[src/rtl/nsr_pkg.sv]
package nsr_pkg;
  localparam int NSR_STAT_W  = 13;
  localparam int NSR_SRC_W   = 12;
  localparam int NSR_RDY_BIT  = 12;
  localparam int NSR_FRDY_BIT = 11;
  localparam logic [NSR_STAT_W-1:0] NSR_RESTART_VAL =
    NSR_STAT_W'((1 << NSR_RDY_BIT) | (1 << NSR_FRDY_BIT));
  localparam logic [NSR_SRC_W-1:0] NSR_MASK_RESET = '1;
endpackage

[src/rtl/nsr_regdec.sv]
module nsr_regdec #(
  parameter int ADDR_W = 8,
  parameter logic [ADDR_W-1:0] CTRL_OFS = 'h00,
  parameter logic [ADDR_W-1:0] STAT_OFS = 'h14
) (
  input  logic [ADDR_W-1:0] addr_i,
  input  logic              we_i,
  output logic              ctrl_hit_o,
  output logic              stat_hit_o,
  output logic              ctrl_wr_o,
  output logic              stat_wr_o
);
  always_comb begin
    ctrl_hit_o = (addr_i == CTRL_OFS);
    stat_hit_o = (addr_i == STAT_OFS);
    ctrl_wr_o  = we_i && ctrl_hit_o;
    stat_wr_o  = we_i && stat_hit_o;
  end
endmodule

[src/rtl/nsr_status_bank.sv]
module nsr_status_bank #(
  parameter int STAT_W = 13,
  parameter int SRC_W  = 12,
  parameter logic [STAT_W-1:0] RESTART_VAL = 13'h1800
) (
  input  logic              clk,
  input  logic              rst_n,
  input  logic [STAT_W-1:0] set_i,
  input  logic              clr_en_i,
  input  logic [SRC_W-1:0]  clr_bits_i,
  input  logic              restart_i,
  output logic [STAT_W-1:0] stat_o
);
  localparam int FIXED_W = STAT_W - SRC_W;

  logic [STAT_W-1:0] clr_ext;

  // only the low SRC_W bits accept write-1 clears
  assign clr_ext = {{FIXED_W{1'b0}}, (clr_en_i ? clr_bits_i : {SRC_W{1'b0}})};

  for (genvar i = 0; i < STAT_W; i++) begin : g_bit
    always_ff @(posedge clk or negedge rst_n) begin
      if (!rst_n)            stat_o[i] <= 1'b0;
      else if (restart_i)    stat_o[i] <= RESTART_VAL[i];
      else if (set_i[i])     stat_o[i] <= 1'b1;   // set wins over clear
      else if (clr_ext[i])   stat_o[i] <= 1'b0;
    end
  end

  assert_set_sticky_R2: assert property (@(posedge clk) disable iff (!rst_n)
    (!restart_i && |set_i) |=> ((stat_o & $past(set_i)) == $past(set_i)));

  assert_clear_R3: assert property (@(posedge clk) disable iff (!rst_n)
    (!restart_i && |(clr_ext & ~set_i)) |=> ((stat_o & $past(clr_ext & ~set_i)) == '0));

  assert_set_wins_R4: assert property (@(posedge clk) disable iff (!rst_n)
    (!restart_i && |(clr_ext & set_i)) |=> ((stat_o & $past(clr_ext & set_i)) == $past(clr_ext & set_i)));

  assert_restart_R5: assert property (@(posedge clk) disable iff (!rst_n)
    restart_i |=> (stat_o == RESTART_VAL));

  assert_hold_R2: assert property (@(posedge clk) disable iff (!rst_n)
    (!restart_i && set_i == '0 && clr_ext == '0) |=> $stable(stat_o));
endmodule

[src/rtl/nsr_mask_reg.sv]
module nsr_mask_reg #(
  parameter int SRC_W = 12,
  parameter logic [SRC_W-1:0] RESET_VAL = '1
) (
  input  logic             clk,
  input  logic             rst_n,
  input  logic             wr_i,
  input  logic [SRC_W-1:0] wdata_i,
  output logic [SRC_W-1:0] mask_o
);
  always_ff @(posedge clk or negedge rst_n) begin
    if (!rst_n)    mask_o <= RESET_VAL;
    else if (wr_i) mask_o <= wdata_i;
  end

  assert_mask_load_R6: assert property (@(posedge clk) disable iff (!rst_n)
    wr_i |=> (mask_o == $past(wdata_i)));

  assert_mask_hold_R6: assert property (@(posedge clk) disable iff (!rst_n)
    !wr_i |=> $stable(mask_o));
endmodule

[src/rtl/nsr_irq_out.sv]
module nsr_irq_out #(
  parameter int SRC_W = 12
) (
  input  logic             clk,
  input  logic             rst_n,
  input  logic [SRC_W-1:0] src_i,
  input  logic [SRC_W-1:0] mask_i,
  output logic             irq_o
);
  logic [SRC_W-1:0] live;

  assign live = src_i & ~mask_i;

  always_ff @(posedge clk or negedge rst_n) begin
    if (!rst_n) irq_o <= 1'b0;
    else        irq_o <= |live;
  end

  assert_irq_rise_R7: assert property (@(posedge clk) disable iff (!rst_n)
    (live != '0) |=> irq_o);

  assert_irq_quiet_R7: assert property (@(posedge clk) disable iff (!rst_n)
    (live == '0) |=> !irq_o);
endmodule

[src/rtl/nsr_status_irq.sv]
module nsr_status_irq
  import nsr_pkg::*;
#(
  parameter int ADDR_W = 8,
  parameter int DATA_W = 32,
  parameter logic [ADDR_W-1:0] CTRL_OFS = 'h00,
  parameter logic [ADDR_W-1:0] STAT_OFS = 'h14
) (
  input  logic                  clk,
  input  logic                  rst_n,
  input  logic [ADDR_W-1:0]     bus_addr,
  input  logic                  bus_we,
  input  logic [DATA_W-1:0]     bus_wdata,
  output logic [DATA_W-1:0]     bus_rdata,
  input  logic [NSR_STAT_W-1:0] evt_set,
  input  logic                  clk_restart,
  output logic                  irq
);
  logic ctrl_hit, stat_hit, ctrl_wr, stat_wr;
  logic [NSR_STAT_W-1:0] stat_q;
  logic [NSR_SRC_W-1:0]  mask_q;
  logic unused_wdata_hi;

  assign unused_wdata_hi = ^bus_wdata[DATA_W-1:NSR_SRC_W];

  nsr_regdec #(.ADDR_W(ADDR_W), .CTRL_OFS(CTRL_OFS), .STAT_OFS(STAT_OFS)) u_dec (
    .addr_i(bus_addr), .we_i(bus_we),
    .ctrl_hit_o(ctrl_hit), .stat_hit_o(stat_hit),
    .ctrl_wr_o(ctrl_wr), .stat_wr_o(stat_wr)
  );

  nsr_status_bank #(.STAT_W(NSR_STAT_W), .SRC_W(NSR_SRC_W), .RESTART_VAL(NSR_RESTART_VAL)) u_bank (
    .clk(clk), .rst_n(rst_n), .set_i(evt_set),
    .clr_en_i(stat_wr), .clr_bits_i(bus_wdata[NSR_SRC_W-1:0]),
    .restart_i(clk_restart), .stat_o(stat_q)
  );

  nsr_mask_reg #(.SRC_W(NSR_SRC_W), .RESET_VAL(NSR_MASK_RESET)) u_mask (
    .clk(clk), .rst_n(rst_n), .wr_i(ctrl_wr),
    .wdata_i(bus_wdata[NSR_SRC_W-1:0]), .mask_o(mask_q)
  );

  nsr_irq_out #(.SRC_W(NSR_SRC_W)) u_irq (
    .clk(clk), .rst_n(rst_n), .src_i(stat_q[NSR_SRC_W-1:0]),
    .mask_i(mask_q), .irq_o(irq)
  );

  always_comb begin
    bus_rdata = '0;
    if (ctrl_hit)      bus_rdata[NSR_SRC_W-1:0]  = mask_q;
    else if (stat_hit) bus_rdata[NSR_STAT_W-1:0] = stat_q;
  end

  assert_read_ctrl_R6: assert property (@(posedge clk) disable iff (!rst_n)
    ctrl_hit |-> (bus_rdata[DATA_W-1:NSR_SRC_W] == '0));

  assert_read_stat_R8: assert property (@(posedge clk) disable iff (!rst_n)
    stat_hit |-> (bus_rdata[DATA_W-1:NSR_STAT_W] == '0));
endmodule

[config.mk]
export PLATFORM = sky130hd
export DESIGN_NAME = nsr_status_irq
export DESIGN_NICKNAME = d
export VERILOG_FILES = /design/src/rtl/nsr_pkg.sv /design/src/rtl/nsr_regdec.sv /design/src/rtl/nsr_status_bank.sv /design/src/rtl/nsr_mask_reg.sv /design/src/rtl/nsr_irq_out.sv /design/src/rtl/nsr_status_irq.sv
export SDC_FILE = /design/constraint.sdc
export NUM_CORES = 1
export LEC_CHECK = 0
export CORE_MARGIN = 5
export CORE_UTILIZATION = 40
export DETAILED_ROUTE_END_ITERATION = 10
export GPL_ROUTABILITY_DRIVEN = 0
export PLACE_DENSITY_LB_ADDON = 0.1
export SYNTH_ARGS = -nofsm -noshare
export SYNTH_HDL_FRONTEND = slang
export SYNTH_SLANG_ARGS = --single-unit
[constraint.sdc]
create_clock -name clk -period 5.3 [get_ports clk]
set_input_delay 1.59 -clock clk [delete_from_list [all_inputs] [get_ports clk]]
set_output_delay 1.59 -clock clk [all_outputs]
set_load 0.02 [all_outputs]
---- Yosys cells after proc, flatten, opt, wreduce, memory -nomap -nowiden ----
Cells that the tools add are included.
cells by class
  eq/ne operators ......................... 1
  muxes and demuxes ....................... 42
  bitwise operators ....................... 2
  reduce and logical (&&, ||, !) cells .... 17
operators by type and width
  cell                  number
  $mux W1               39
  $reduce_bool A3 Y1    12
  $mux W12              2
  $mux W13              1
  $and A12 B12 Y12      1
  $not A12 Y12          1
  $reduce_or A12 Y1     1
  $eq A8 B5 Y1 const B  1
  $logic_not A8 Y1      1
  $logic_and A1 B1 Y1   2
  $reduce_bool A2 Y1    1
storage, ports and cells
  bits in registers ....................... 26
  output and inout bits ................... 33
  word-level logic and storage cells ...... 77

---- Longest topological paths before layout ----
  depth after elaboration ................. 6
  depth in mapped cells ................... 4
  mapped depth without buffers ............ 3

---- Hierarchy ----
Synthesis repeated with hierarchy kept, for this count alone.
second synthesis, totals
  cell total of the unflattened synthesis .. 142
  area, all modules ....................... 1561.5 um^2
by module, submodules not included
  module           instances  cells each  area each (um^2)  sequential area each (um^2)
  nsr_status_bank  1          51          541.8             325.3
  nsr_mask_reg     1          25          499.2             315.3
  nsr_status_irq   1          40          290.3             0.0
  nsr_irq_out      1          17          165.2             25.0
  nsr_regdec       1          9           65.1              0.0

---- Worst setup path before layout ----
No wires, ideal clock.
  path kind ............................... in2out
  start point ............................. in bus_addr[3]
  end point ............................... out bus_rdata[10]
  arrival ................................. 2552 ps
  required time ........................... 3710 ps
  path slack .............................. 1158 ps
  cell stages on the path ................. 4
  cells stage by stage .................... nor4_4 > nand2_1 > clkbuf_1 > nor2_1
between the ends
  longest elaborated chain between the ends .. 3
  elaborated cells between the ends (all ways) .. 4
RTL lines
  what          RTL line              RTL
  from (decl)   nsr_status_irq.sv:11  input logic [ADDR_W-1:0] bus_addr,
  $eq A8 B5 Y1  nsr_regdec.sv:15      stat_hit_o = (addr_i == STAT_OFS);
  $mux W13      nsr_status_irq.sv:51  else if (stat_hit) bus_rdata[NSR_STAT_W-1:0] = stat_q;
  $mux W12 *    nsr_status_irq.sv:50  if (ctrl_hit) bus_rdata[NSR_SRC_W-1:0] = mask_q;
  to (decl)     nsr_status_irq.sv:14  output logic [DATA_W-1:0] bus_rdata,
Mark *: on every way between the ends. The rest lies on a longest branch, timed or not.

---- Final worst setup path ----
  start point ............................. in bus_addr[3]
  end point ............................... out bus_rdata[7]
Same word-level chain as after synthesis.

==> metrics.yaml <==
nFillCells: 328
critPathRequiredTime_ns: 3.71
holdBufCountCts: 0
wl_mm: 3.76
grt_antenna_before_repair: 0
p_leak_nw: 0.883
setup-violations-final: 0
slowest_delay_ns: 0.61
dp.cells: 246
fmax_ghz: 0.199
critical_path.max_fanout: 12
core_area_um2: 3690
ys_warn_count: 0
io_buffers: 50
hpwl_mm: 2.70
finalCritPeriodShare: 0.947
grt-ovfl-total: 0
grt_pass1_wl_mm: 6.05
crit_type: "primary input to output pin"
io_pins: 90
rsz0062_at_grt: "false"
path_clk_slew_ns: 0.09
final_cell_mix: "clkdlybuf4s50_1, nor2_1, conb_1"
ys_ff_latch: 26
clk_latency_ns: 0.27
cts-root-buf: "clkbuf_8"
critPathSlowestCell: "clkdlybuf4s50_1"
avgSynthCellArea_um2: 10.1
crit_buf_inv: 3
place_area_um2: 2010
synth_area_um2: 1530
hold_violations: 0
cts_max_path_buffers: 2
status: "finished, final reports clean"
powerDensity_nw_per_um2: 223
drive_above_1_share: 0.168
grtUsageTotal: 0.150
wl_per_cell_um: 15.0
dpl_worst_slack_ns: 0.267
period_needed_ns: 5.02
cts_setup_buffers: 0
grt_start_max_net_pins: 27
die_w_um: 71.8
startpoint_type: "primary input"
cts_num_sinks: 26
crit_cells: 6
cp-startpoint: "bus_addr[3]"
finClkSkew_ns: 0.00481
n_antenna_cell: 0
numCtsBuffers: 3
r2r-start: "u_mask.mask_o[1]"
max_cap_viol_count: 0
area_growth_syn_to_layout_pct: 36.4
netlist_instances: 151
h-tree-depth: 1
num_rows: 22
path_cells: "clkdlybuf4s50_1 -> nor4_4 -> nand2_1 -> buf_4 -> nor2_1 -> clkdlybuf4s50_1"
final_max_slew_viol_count: 0
crit_path_frequent_cell: "clkdlybuf4s50_1"
instances_no_fill: 250
crit_path_end: "bus_rdata[7]"
reg2reg_to: "u_irq.irq_o"
r2r_slack_ns: 3.92
initial_core_util: 0.414
drt_pass1_iterations: 4
relSlewSlack: 0.580
drt_iter0_drc: 61
cts_resized: 0
ys_types: 23
seq_area_frac_synth: 0.436
fin_nets: 260
total_power_mw: 0.464
worstPathArrival_ns: 3.43
viasPerCell: 4.88
final_util: 0.564
tightest_slew_ns: 0.628
ant_nets: 0
die_h_um: 71.8
fin_area_um2: 2080
worst_slack_ns: 0.282
dieArea_um2: 5150
cp-end-kind: "output pin"
timing.hold.ws_ns: 0.474
grt_pass1_vias: 1302
drc: 0
critPathTopFamily: "buffers and inverters"
setup-tns-final_ns: 0
vias: 1221
cts_tree: "done"
hold_class: "flop to flop"
peakVddDrop_uv: 123
ff2ff_path_depth: 3
layout_commonest_cell: "clkdlybuf4s50_1"
worst min path at each step:
stage          slack [ns]              start  depth (start not counted)           endpoint
2_1_floorplan        0.43  u_bank.stat_o[12]                          1  u_bank.stat_o[12]
3_3_place_gp         0.45  u_bank.stat_o[12]                          1  u_bank.stat_o[12]
3_5_place_dp         0.46  u_bank.stat_o[12]                          1  u_bank.stat_o[12]
4_1_cts              0.48  u_bank.stat_o[12]                          1  u_bank.stat_o[12]
5_1_grt              0.51  u_bank.stat_o[12]                          1  u_bank.stat_o[12]
6_report             0.47  u_bank.stat_o[12]                          1  u_bank.stat_o[12]
registers in the layout, summed over array words and instances, names as in the netlist:
register / flops
u_bank.stat_o: 13
u_irq.irq_o: 1
u_mask.mask_o: 12
Yosys cell counts:
cell | n | area (um^2)
o32a_1 | 1 | 10.0
conb_1 | 1 | 3.75
nor2_1 | 27 | 101
mux2_4 | 10 | 150
and2_0 | 1 | 6.26
buf_4 | 19 | 143
buf_2 | 1 | 5.00
nand4_2 | 1 | 12.5
inv_1 | 15 | 56.3
a2111oi_0 | 3 | 26.3
nor2b_1 | 9 | 56.3
a22oi_1 | 12 | 90.1
nand3_1 | 3 | 15.0
nor4_4 | 1 | 21.3
mux2_2 | 2 | 22.5
a311oi_1 | 11 | 96.3
buf_6 | 1 | 11.3
nand2_1 | 1 | 3.75
and4_1 | 1 | 8.76
dfrtp_1 | 14 | 350
or3_1 | 1 | 6.26
clkbuf_1 | 4 | 15.0
dfstp_2 | 12 | 315
power by group:
group | switching (mW) | internal, mW
sequential | 0.00757 | 0.212
combinational | 0.0390 | 0.0410
clock | 0.0633 | 0.101
logic make-up (layout without fill, tap and decap cells):
kind of cell           Yosys count  count (layout)  share of synthesized area
other                            1              19                    0.00246
buffers and inverters           40              73                      0.151
AND/OR/NAND/NOR                 45              45                      0.152
AO/OA/AOI/OAI                   27              27                      0.146
multiplexers                    12              12                      0.113
flip-flops                      26              26                      0.436
layout make-up:
| class | count | area (um^2) | area share |
|---|---|---|---|
| well taps | 48 | 60.1 | 0.0288 |
| clock buffers | 3 | 41.3 | 0.0198 |
| inverters | 15 | 56.3 | 0.0270 |
| multi-input cells | 103 | 698 | 0.335 |
| repair buffers | 54 | 531 | 0.255 |
| clock inverters | 1 | 30.0 | 0.0144 |
| flip-flops and latches | 26 | 666 | 0.320 |
layer usage:
| metal | wire length [um] | global-route usage |
|---|---|---|
| met1 | 1560 | 0.170 |
| met2 | 1970 | 0.286 |
| met3 | 193 | 0.0252 |
| met4 | 40 | 0.0438 |
| met5 | 0 | 0 |
(Power assumes the default switching activity.)
